<file path="src/rtl/cms_pkg.sv">
package cms_pkg;

   typedef enum logic [1:0] {
      GRP_SINGLE = 2'b00,
      GRP_SIX    = 2'b01,
      GRP_FIVE   = 2'b10,
      GRP_MULTI  = 2'b11
   } card_grp_e;

   typedef enum logic [1:0] {
      ST_IDLE = 2'b00,
      ST_RUN  = 2'b01,
      ST_DONE = 2'b10
   } seq_state_e;

   // circuits per IC for a multi-circuit card, from its identifier
   function automatic int unsigned circ_count(int unsigned id);
      return 2 + (id % 3);
   endfunction

   // largest value circ_count can return
   localparam int unsigned CIRC_MAX = 4;

endpackage

</file>
<file path="src/rtl/cms_start_decode.sv">
module cms_start_decode #(
   parameter int unsigned ID_W   = 4,
   parameter int unsigned SLOT_W = 2
) (
   input  logic [ID_W-1:0]        card_id,
   output logic [ID_W+SLOT_W-1:0] start_addr,
   output logic [SLOT_W:0]        n_circ
);

   assign start_addr = {card_id, {SLOT_W{1'b0}}};

   always_comb begin
      n_circ = (SLOT_W+1)'(cms_pkg::circ_count(int'(card_id)));
   end

endmodule

</file>
<file path="src/rtl/cms_mask_rom.sv">
module cms_mask_rom #(
   parameter int unsigned ID_W   = 4,
   parameter int unsigned SLOT_W = 2,
   parameter int unsigned LANES  = 8,
   localparam int unsigned ADDR_W = ID_W + SLOT_W,
   localparam int unsigned DEPTH  = 1 << ADDR_W
) (
   input  logic [ADDR_W-1:0] addr,
   output logic [LANES-1:0]  lane_mask
);

   logic [DEPTH*LANES-1:0] rom_flat;

   for (genvar a = 0; a < DEPTH; a++) begin : g_word
      localparam int unsigned N = cms_pkg::circ_count(a >> SLOT_W);
      localparam int unsigned K = a % (1 << SLOT_W);
      for (genvar l = 0; l < LANES; l++) begin : g_lane
         assign rom_flat[a*LANES + l] = (K < N) && ((l % N) == K);
      end
   end

   assign lane_mask = rom_flat[addr*LANES +: LANES];

endmodule

</file>
<file path="src/rtl/cms_pin_gate.sv">
module cms_pin_gate #(
   parameter int unsigned PINS_PER_IC = 8,
   parameter int unsigned MAX_ICS     = 6,
   parameter int unsigned IC_W        = 3,
   localparam int unsigned NUM_PINS   = PINS_PER_IC * MAX_ICS
) (
   input  logic                   active,
   input  logic                   win_on,
   input  logic                   lane_on,
   input  logic [IC_W-1:0]        ic_sel,
   input  logic [PINS_PER_IC-1:0] lane_mask,
   input  logic [NUM_PINS-1:0]    io_used,
   input  logic [NUM_PINS-1:0]    io_dir,
   output logic [NUM_PINS-1:0]    pin_en,
   output logic [NUM_PINS-1:0]    pin_drv
);

   logic [PINS_PER_IC-1:0] lanes;
   assign lanes = lane_on ? lane_mask : {PINS_PER_IC{1'b1}};

   for (genvar i = 0; i < MAX_ICS; i++) begin : g_win
      logic hit;
      assign hit = active && (!win_on || (ic_sel == IC_W'(i)));
      assign pin_en[i*PINS_PER_IC +: PINS_PER_IC] =
         hit ? (io_used[i*PINS_PER_IC +: PINS_PER_IC] & lanes) : '0;
   end

   assign pin_drv = pin_en & io_dir;

endmodule

</file>
<file path="src/rtl/cms_seq.sv">
module cms_seq #(
   parameter int unsigned PINS_PER_IC = 8,
   parameter int unsigned MAX_ICS     = 6,
   parameter int unsigned ID_W        = 4,
   parameter int unsigned SLOT_W      = 2,
   parameter int unsigned ICS_GRP_B   = 6,
   parameter int unsigned ICS_GRP_C   = 5,
   parameter int unsigned ICS_GRP_D   = 6,
   localparam int unsigned NUM_PINS   = PINS_PER_IC * MAX_ICS,
   localparam int unsigned IC_W       = (MAX_ICS > 1) ? $clog2(MAX_ICS) : 1,
   localparam int unsigned ADDR_W     = ID_W + SLOT_W
) (
   input  logic                clk,
   input  logic                rst_n,
   input  logic                start,
   input  logic                enable,
   input  logic [1:0]          card_grp,
   input  logic [ID_W-1:0]     card_id,
   input  logic [NUM_PINS-1:0] io_used,
   input  logic [NUM_PINS-1:0] io_dir,
   input  logic                ic_adv,
   input  logic                circ_adv,
   output logic [IC_W-1:0]     ic_sel,
   output logic [ADDR_W-1:0]   mem_addr,
   output logic [NUM_PINS-1:0] pin_en,
   output logic [NUM_PINS-1:0] pin_drv,
   output logic                done
);
   import cms_pkg::*;

   // elaboration-time parameter checks
   if (ICS_GRP_B > MAX_ICS || ICS_GRP_C > MAX_ICS || ICS_GRP_D > MAX_ICS) begin : g_bad_ics
      $error("cms_seq: group IC count exceeds MAX_ICS");
   end
   if (ICS_GRP_B == 0 || ICS_GRP_C == 0 || ICS_GRP_D == 0) begin : g_zero_ics
      $error("cms_seq: group IC count must be nonzero");
   end
   if (CIRC_MAX > (1 << SLOT_W) || CIRC_MAX > PINS_PER_IC) begin : g_bad_slot
      $error("cms_seq: SLOT_W or PINS_PER_IC too small for circuit count");
   end

   function automatic int unsigned ics_for(card_grp_e g);
      case (g)
         GRP_SINGLE: return 1;
         GRP_SIX:    return ICS_GRP_B;
         GRP_FIVE:   return ICS_GRP_C;
         default:    return ICS_GRP_D;
      endcase
   endfunction

   seq_state_e          state_q;
   card_grp_e           grp_q;
   logic [IC_W-1:0]     ic_q;
   logic [ADDR_W-1:0]   addr_q;
   logic [SLOT_W-1:0]   circ_q;
   logic [SLOT_W:0]     ncirc_q;

   logic [ADDR_W-1:0]   dec_start;
   logic [SLOT_W:0]     dec_ncirc;
   logic                last_ic;
   logic                last_circ;
   logic                accept;
   logic [PINS_PER_IC-1:0] lane_word;

   cms_start_decode #(.ID_W(ID_W), .SLOT_W(SLOT_W)) u_dec (
      .card_id    (card_id),
      .start_addr (dec_start),
      .n_circ     (dec_ncirc)
   );

   assign last_ic   = (ic_q == IC_W'(ics_for(grp_q) - 1));
   assign last_circ = ({1'b0, circ_q} == (ncirc_q - 1'b1));
   assign accept    = enable && (state_q == ST_RUN);

   always_ff @(posedge clk) begin
      if (!rst_n) begin
         state_q <= ST_IDLE;
         grp_q   <= GRP_SINGLE;
         ic_q    <= '0;
         addr_q  <= '0;
         circ_q  <= '0;
         ncirc_q <= '0;
      end else if (start) begin
         state_q <= ST_RUN;
         grp_q   <= card_grp_e'(card_grp);
         ic_q    <= '0;
         addr_q  <= dec_start;
         circ_q  <= '0;
         ncirc_q <= dec_ncirc;
      end else if (accept) begin
         if (ic_adv && !last_ic) begin
            ic_q <= ic_q + 1'b1;
         end else if (ic_adv && (grp_q != GRP_MULTI)) begin
            state_q <= ST_DONE;
         end else if (circ_adv && last_ic && (grp_q == GRP_MULTI)) begin
            if (last_circ) begin
               state_q <= ST_DONE;
            end else begin
               addr_q <= addr_q + 1'b1;
               circ_q <= circ_q + 1'b1;
               ic_q   <= '0;
            end
         end
      end
   end

   cms_mask_rom #(.ID_W(ID_W), .SLOT_W(SLOT_W), .LANES(PINS_PER_IC)) u_rom (
      .addr      (addr_q),
      .lane_mask (lane_word)
   );

   cms_pin_gate #(.PINS_PER_IC(PINS_PER_IC), .MAX_ICS(MAX_ICS), .IC_W(IC_W)) u_gate (
      .active    (state_q == ST_RUN),
      .win_on    (grp_q != GRP_SINGLE),
      .lane_on   (grp_q == GRP_MULTI),
      .ic_sel    (ic_q),
      .lane_mask (lane_word),
      .io_used   (io_used),
      .io_dir    (io_dir),
      .pin_en    (pin_en),
      .pin_drv   (pin_drv)
   );

   assign ic_sel   = ic_q;
   assign mem_addr = addr_q;
   assign done     = (state_q == ST_DONE);

endmodule

</file>
<file path="config.mk">
export PLATFORM = sky130hd
export DESIGN_NAME = cms_seq
export DESIGN_NICKNAME = d
export VERILOG_FILES = /design/src/rtl/cms_pkg.sv /design/src/rtl/cms_start_decode.sv /design/src/rtl/cms_mask_rom.sv /design/src/rtl/cms_pin_gate.sv /design/src/rtl/cms_seq.sv
export SDC_FILE = /design/constraint.sdc
export NUM_CORES = 1
export LEC_CHECK = 0
export ABC_CLOCK_PERIOD_IN_PS = 3700
export BUFFER_PORTS_ARGS = -buffer_cell sky130_fd_sc_hd__buf_2
export CORE_ASPECT_RATIO = 1.1
export CORE_MARGIN = 5
export CORE_UTILIZATION = 40
export DETAILED_ROUTE_END_ITERATION = 16
export GPL_TIMING_DRIVEN = 0
export PLACE_DENSITY = 0.82
export SKIP_LAST_GASP = 1
export SYNTH_ARGS = -nofsm -noshare
export SYNTH_HDL_FRONTEND = slang
export SYNTH_HIERARCHICAL = 1
export SYNTH_SLANG_ARGS = --single-unit
</file>
<file path="constraint.sdc">
create_clock -name clk -period 3.7 [get_ports clk]
set_input_delay 0.185 -clock clk [delete_from_list [all_inputs] [get_ports clk]]
set_output_delay 0.185 -clock clk [all_outputs]
set_load 0.02 [all_outputs]
</file>
==> results.md <==
Run status:
- The run finished with clean final reports.

STA:
- The worst setup slack after layout is 962 ps.
- The post-route clock skew is 2.60 ps.
- The max-slew violation count is 0.
- The final critical-path required period is 2740 ps.
- The count of final setup violators is 0.
- The final count of hold timing violations is 0.
- The worst hold slack is 193 ps.
- Of the available clock period, the critical path in the final layout requires 74.0%.
- Setup repair after global routing left no endpoint under its margin.
- The max-slew headroom at the worst pin is 55.3%.
- The actual transition at the worst max-transition pin is 668 ps.
- The fmax is 365 MHz.
- Setup total negative slack on the finished layout was measured at 0 ps.

Synth:
- After Yosys synthesis, XOR and XNOR cells account for 3.96% of the synthesized area.
- Summing the areas of all compound-gate instances in the mapped netlist gives 14.2% of the synthesized area.
- Sorting the synthesized cells by area gives the leading types as sky130_fd_sc_hd__dfxtp_1 14%, sky130_fd_sc_hd__and3_1 12%, sky130_fd_sc_hd__nand3_1 6.4%.
- The mux contribution to synthesized area is 8.07%.
- For this run, the register share of the synthesized area comes to 13.6%.
- The biggest area contributor in the post-synthesis netlist is sky130_fd_sc_hd__dfxtp_1.
- The synthesized design contains 0 enable-type register cells.
- Summing the areas of all fa, ha and maj instances in the mapped netlist gives 3.30% of the synthesized area.
- The distinct cell type count of the synthesized netlist is 62.
- The area share of the largest cell type after synthesis is 13.6%.
- The total of flip-flops plus latches after synthesis is 18.
- A synthesized cell averages 7.24 um^2.
- The number of synthesis warnings is 6.
- The commonest register cell after synthesis is sky130_fd_sc_hd__dfxtp_1.
- Summing the areas of all and, or, nand and nor instances in the mapped netlist gives 47.5% of the synthesized area.
- The gate count after technology mapping is 366.
- The share of async-settable or async-resettable flops after synthesis is 0%.
- The area of the mapped netlist is 2650 um^2.
- After synthesis, the largest family of logic cells by area is simple AND/OR/NAND/NOR gates.

Worst setup path:
- Traced cell by cell, the critical path runs through buf_4 > xor2_1 > o211ai_1 > o21a_2 > mux2i_1 > nand2b_1 > buf_4 > nand3_1 > nor2_1 > buf_2.
- The worst setup path is launched from a flop.
- STA puts the critical path data arrival time at 2550 ps.
- The setup path with the least slack is of type flop to primary output.
- Data on the critical path is required at its endpoint by 3510 ps.
- Broken down by cell family, the worst path's largest delay share belongs to buffers and inverters.
- The most frequent cell on the critical path is sky130_fd_sc_hd__buf_4.
- The worst setup path is captured at a primary output.
- The cell with the largest stage delay on the worst path is sky130_fd_sc_hd__dfxtp_1.
- The worst path buffer plus inverter count is 3.
- The maximum single-stage delay on the critical path is 460 ps.
- Along the worst path, the maximum fanout reaches 10.

Global routing:
- The global route total overflow is 0.
- The number of global-route vias before repair is 3,462.
- The first global-routing pass estimated 19,200 um of wire.
- The number of antenna violations at the first check in global routing is 0.
- The pin count of the biggest net entering global routing is 13.
- The global-route usage over all layers is 29.9%.

Floorplan:
- The floorplan die height is 95.4 um.
- In this run the count of I/O pins placed on the die edge is 214.
- The floorplan step defined a core boundary enclosing 6520 um^2.
- The die is 87.6 um wide.
- The number of rows created at floorplan is 31.
- The initial utilization of the core area, before any placement, comes to 40.7%.
- The overall die area is 8360 um^2.

Place:
- Timing analysis after detailed placement gives a worst setup slack of 1180 ps.
- In this run, placement finished with an instance count of 661.
- Port buffering added 212 buffers.
- After detailed placement, the total cell area comes to 3820 um^2.
- The congestion estimate from routability-driven global placement came to 0.929.
- The wire-length estimate of the detail-placed layout is 11,500 um.

Power:
- The standby leakage power is 2.24 nW.
- The overall power after layout is 0.882 mW.
- The worst-case IR drop observed on VDD is 0.271 mV.
- Dividing total power by cell area gives a power density of 228 nW/um^2.

Clocking:
- The clock latency on the worst-skew pair is 260 ps.
- The quantity of gates resized following cts is 0.
- The number of hold buffers added after cts is 0.
- The buffer count from post-CTS setup fixing is 0.
- The clock tree from TritonCTS is done.
- Clock-pin slew was measured on the worst setup and hold paths at 70 ps.
- The CTS sink count is 18.
- The number of clock buffers added by TritonCTS is 3.
- The root buffer selected by CTS is sky130_fd_sc_hd__clkbuf_8.
- No sink is reached through more buffers than the 2 on the longest clock path.
- In this run the number of H-tree levels came out at 1.

Final layout:
- For this run, the number of standard cells in the final layout without fillers is 666.
- Cells with a size suffix above 1 make up 44.6% of the layout.
- Relative to the synthesized area, the layout overhead comes to 46.2%.
- In the layout the commonest cells are 217 x sky130_fd_sc_hd__buf_2, 50 x sky130_fd_sc_hd__and3_1, 43 x sky130_fd_sc_hd__nor2_1.
- The most frequent standard cell in the layout excluding fill and tap cells is sky130_fd_sc_hd__buf_2.
- The final layout contains 699 nets.
- The post-route core utilization is 59.5%.
- Once layout is done, the placed cells without fillers occupy 3880 um^2.

Detailed routing:
- The via density per instance is 5.74.
- In this run, the number of DRC markers left after iteration 0 of detailed routing was 342.
- The final routed wire length divided by cell count is 20.2 um.
- After detailed routing, the number of remaining DRC violations is 0.
- The number of optimization iterations in the first detailed-route pass is 5.
- The routed wire length is 13,500 um.
- For this block, the via count after detailed routing is 3,822.
- The number of nets with antenna violations after routing is 0.

Worst hold path:
- The class of the tightest hold or removal check is input port to flop.

Run:
- Max-cap violations in this run came to 0.
cells in the mapped netlist (2+ instances only):
cell type and number:
sky130_fd_sc_hd__nand2_1 19, sky130_fd_sc_hd__and4_1 16, sky130_fd_sc_hd__nand2b_1 12, sky130_fd_sc_hd__mux2_4 2
sky130_fd_sc_hd__or2_1 2, sky130_fd_sc_hd__buf_4 14, sky130_fd_sc_hd__and4bb_1 2, sky130_fd_sc_hd__nor2b_1 9
sky130_fd_sc_hd__inv_1 15, sky130_fd_sc_hd__a31oi_1 7, sky130_fd_sc_hd__and3_1 50, sky130_fd_sc_hd__a21oi_1 8
sky130_fd_sc_hd__clkbuf_2 2, sky130_fd_sc_hd__xor2_1 7, sky130_fd_sc_hd__buf_2 5, sky130_fd_sc_hd__nand4bb_1 2
sky130_fd_sc_hd__nand4b_1 2, sky130_fd_sc_hd__buf_6 3, sky130_fd_sc_hd__nor3b_2 2, sky130_fd_sc_hd__xnor2_1 5
sky130_fd_sc_hd__clkbuf_1 4, sky130_fd_sc_hd__o311ai_1 2, sky130_fd_sc_hd__o21ai_0 11, sky130_fd_sc_hd__dfxtp_1 18
sky130_fd_sc_hd__ha_1 7, sky130_fd_sc_hd__or4_1 2, sky130_fd_sc_hd__nor2_1 43, sky130_fd_sc_hd__mux2i_1 15
sky130_fd_sc_hd__nand3_1 34, sky130_fd_sc_hd__or3_1 4, sky130_fd_sc_hd__o211ai_1 2, sky130_fd_sc_hd__or2b_1 2
sky130_fd_sc_hd__o31ai_1 4, sky130_fd_sc_hd__nand2b_2 3, sky130_fd_sc_hd__nor3_1 4
power by group:
part	internal, mW	switching [mW]	total (mW)	leakage (nW)
sequential	0.205	0.0162	0.221	0.148
combinational	0.205	0.292	0.497	2.07
clock	0.0947	0.0693	0.164	0.0288
logic make-up (layout without fill, tap and decap cells):
family / after synthesis / count (layout)
other: 1 / 3
AO/OA/AOI/OAI: 50 / 50
XOR/XNOR: 12 / 12
buffers and inverters: 43 / 259
adder cells (fa/ha/maj): 7 / 7
flip-flops: 18 / 18
AND/OR/NAND/NOR: 216 / 216
multiplexers: 19 / 19
metal layers:
layer | global-route usage [%] | up-vias | part of all wire (%)
li1 | - | 1757 | -
met1 | 40.1 | 1774 | 39
met2 | 47.6 | 270 | 45
met3 | 8.30 | 21 | 14
met4 | 6.39 | 0 | 1.7
met5 | 0 | - | 0
cell type report:
type                    instances  area (um^2)
repair buffers                212         1060
well taps                      82          103
flip-flops and latches         18          360
plain buffers                  28          189
fillers                       647         2640
multi-input cells             306         2050
clock buffers                   4         55.1
inverters                      15         56.3
diodes                          1         2.50
worst paths after layout:
path / from / cells past startpoint / end / slack [ps]
max reg2reg: ic_sel[0]$_SDFFE_PP0P_ / 5 / mem_addr[5]$_SDFFE_PN0P_ / 1510
min: card_grp[0] / 3 / grp_q[0]$_SDFFE_PN0P_ / 190
max: mem_addr[2]$_SDFFE_PN0P_ / 10 / pin_drv[22] / 960
min reg2reg: state_q[1]$_SDFFE_PP0P_ / 1 / state_q[1]$_SDFFE_PP0P_ / 500
worst register-to-register path, delay by kind of cell (launching register included):
kind	cells	cell delay, ps
AO/OA/AOI/OAI	1	160
flip-flops	1	550
AND/OR/NAND/NOR	4	1410
sequential cells by signal (all words and copies together) (netlist names):
name      count
ncirc_q       3
state_q       2
mem_addr      6
circ_q        2
ic_sel        3
grp_q         2
Power figures use the tool's default switching activity.
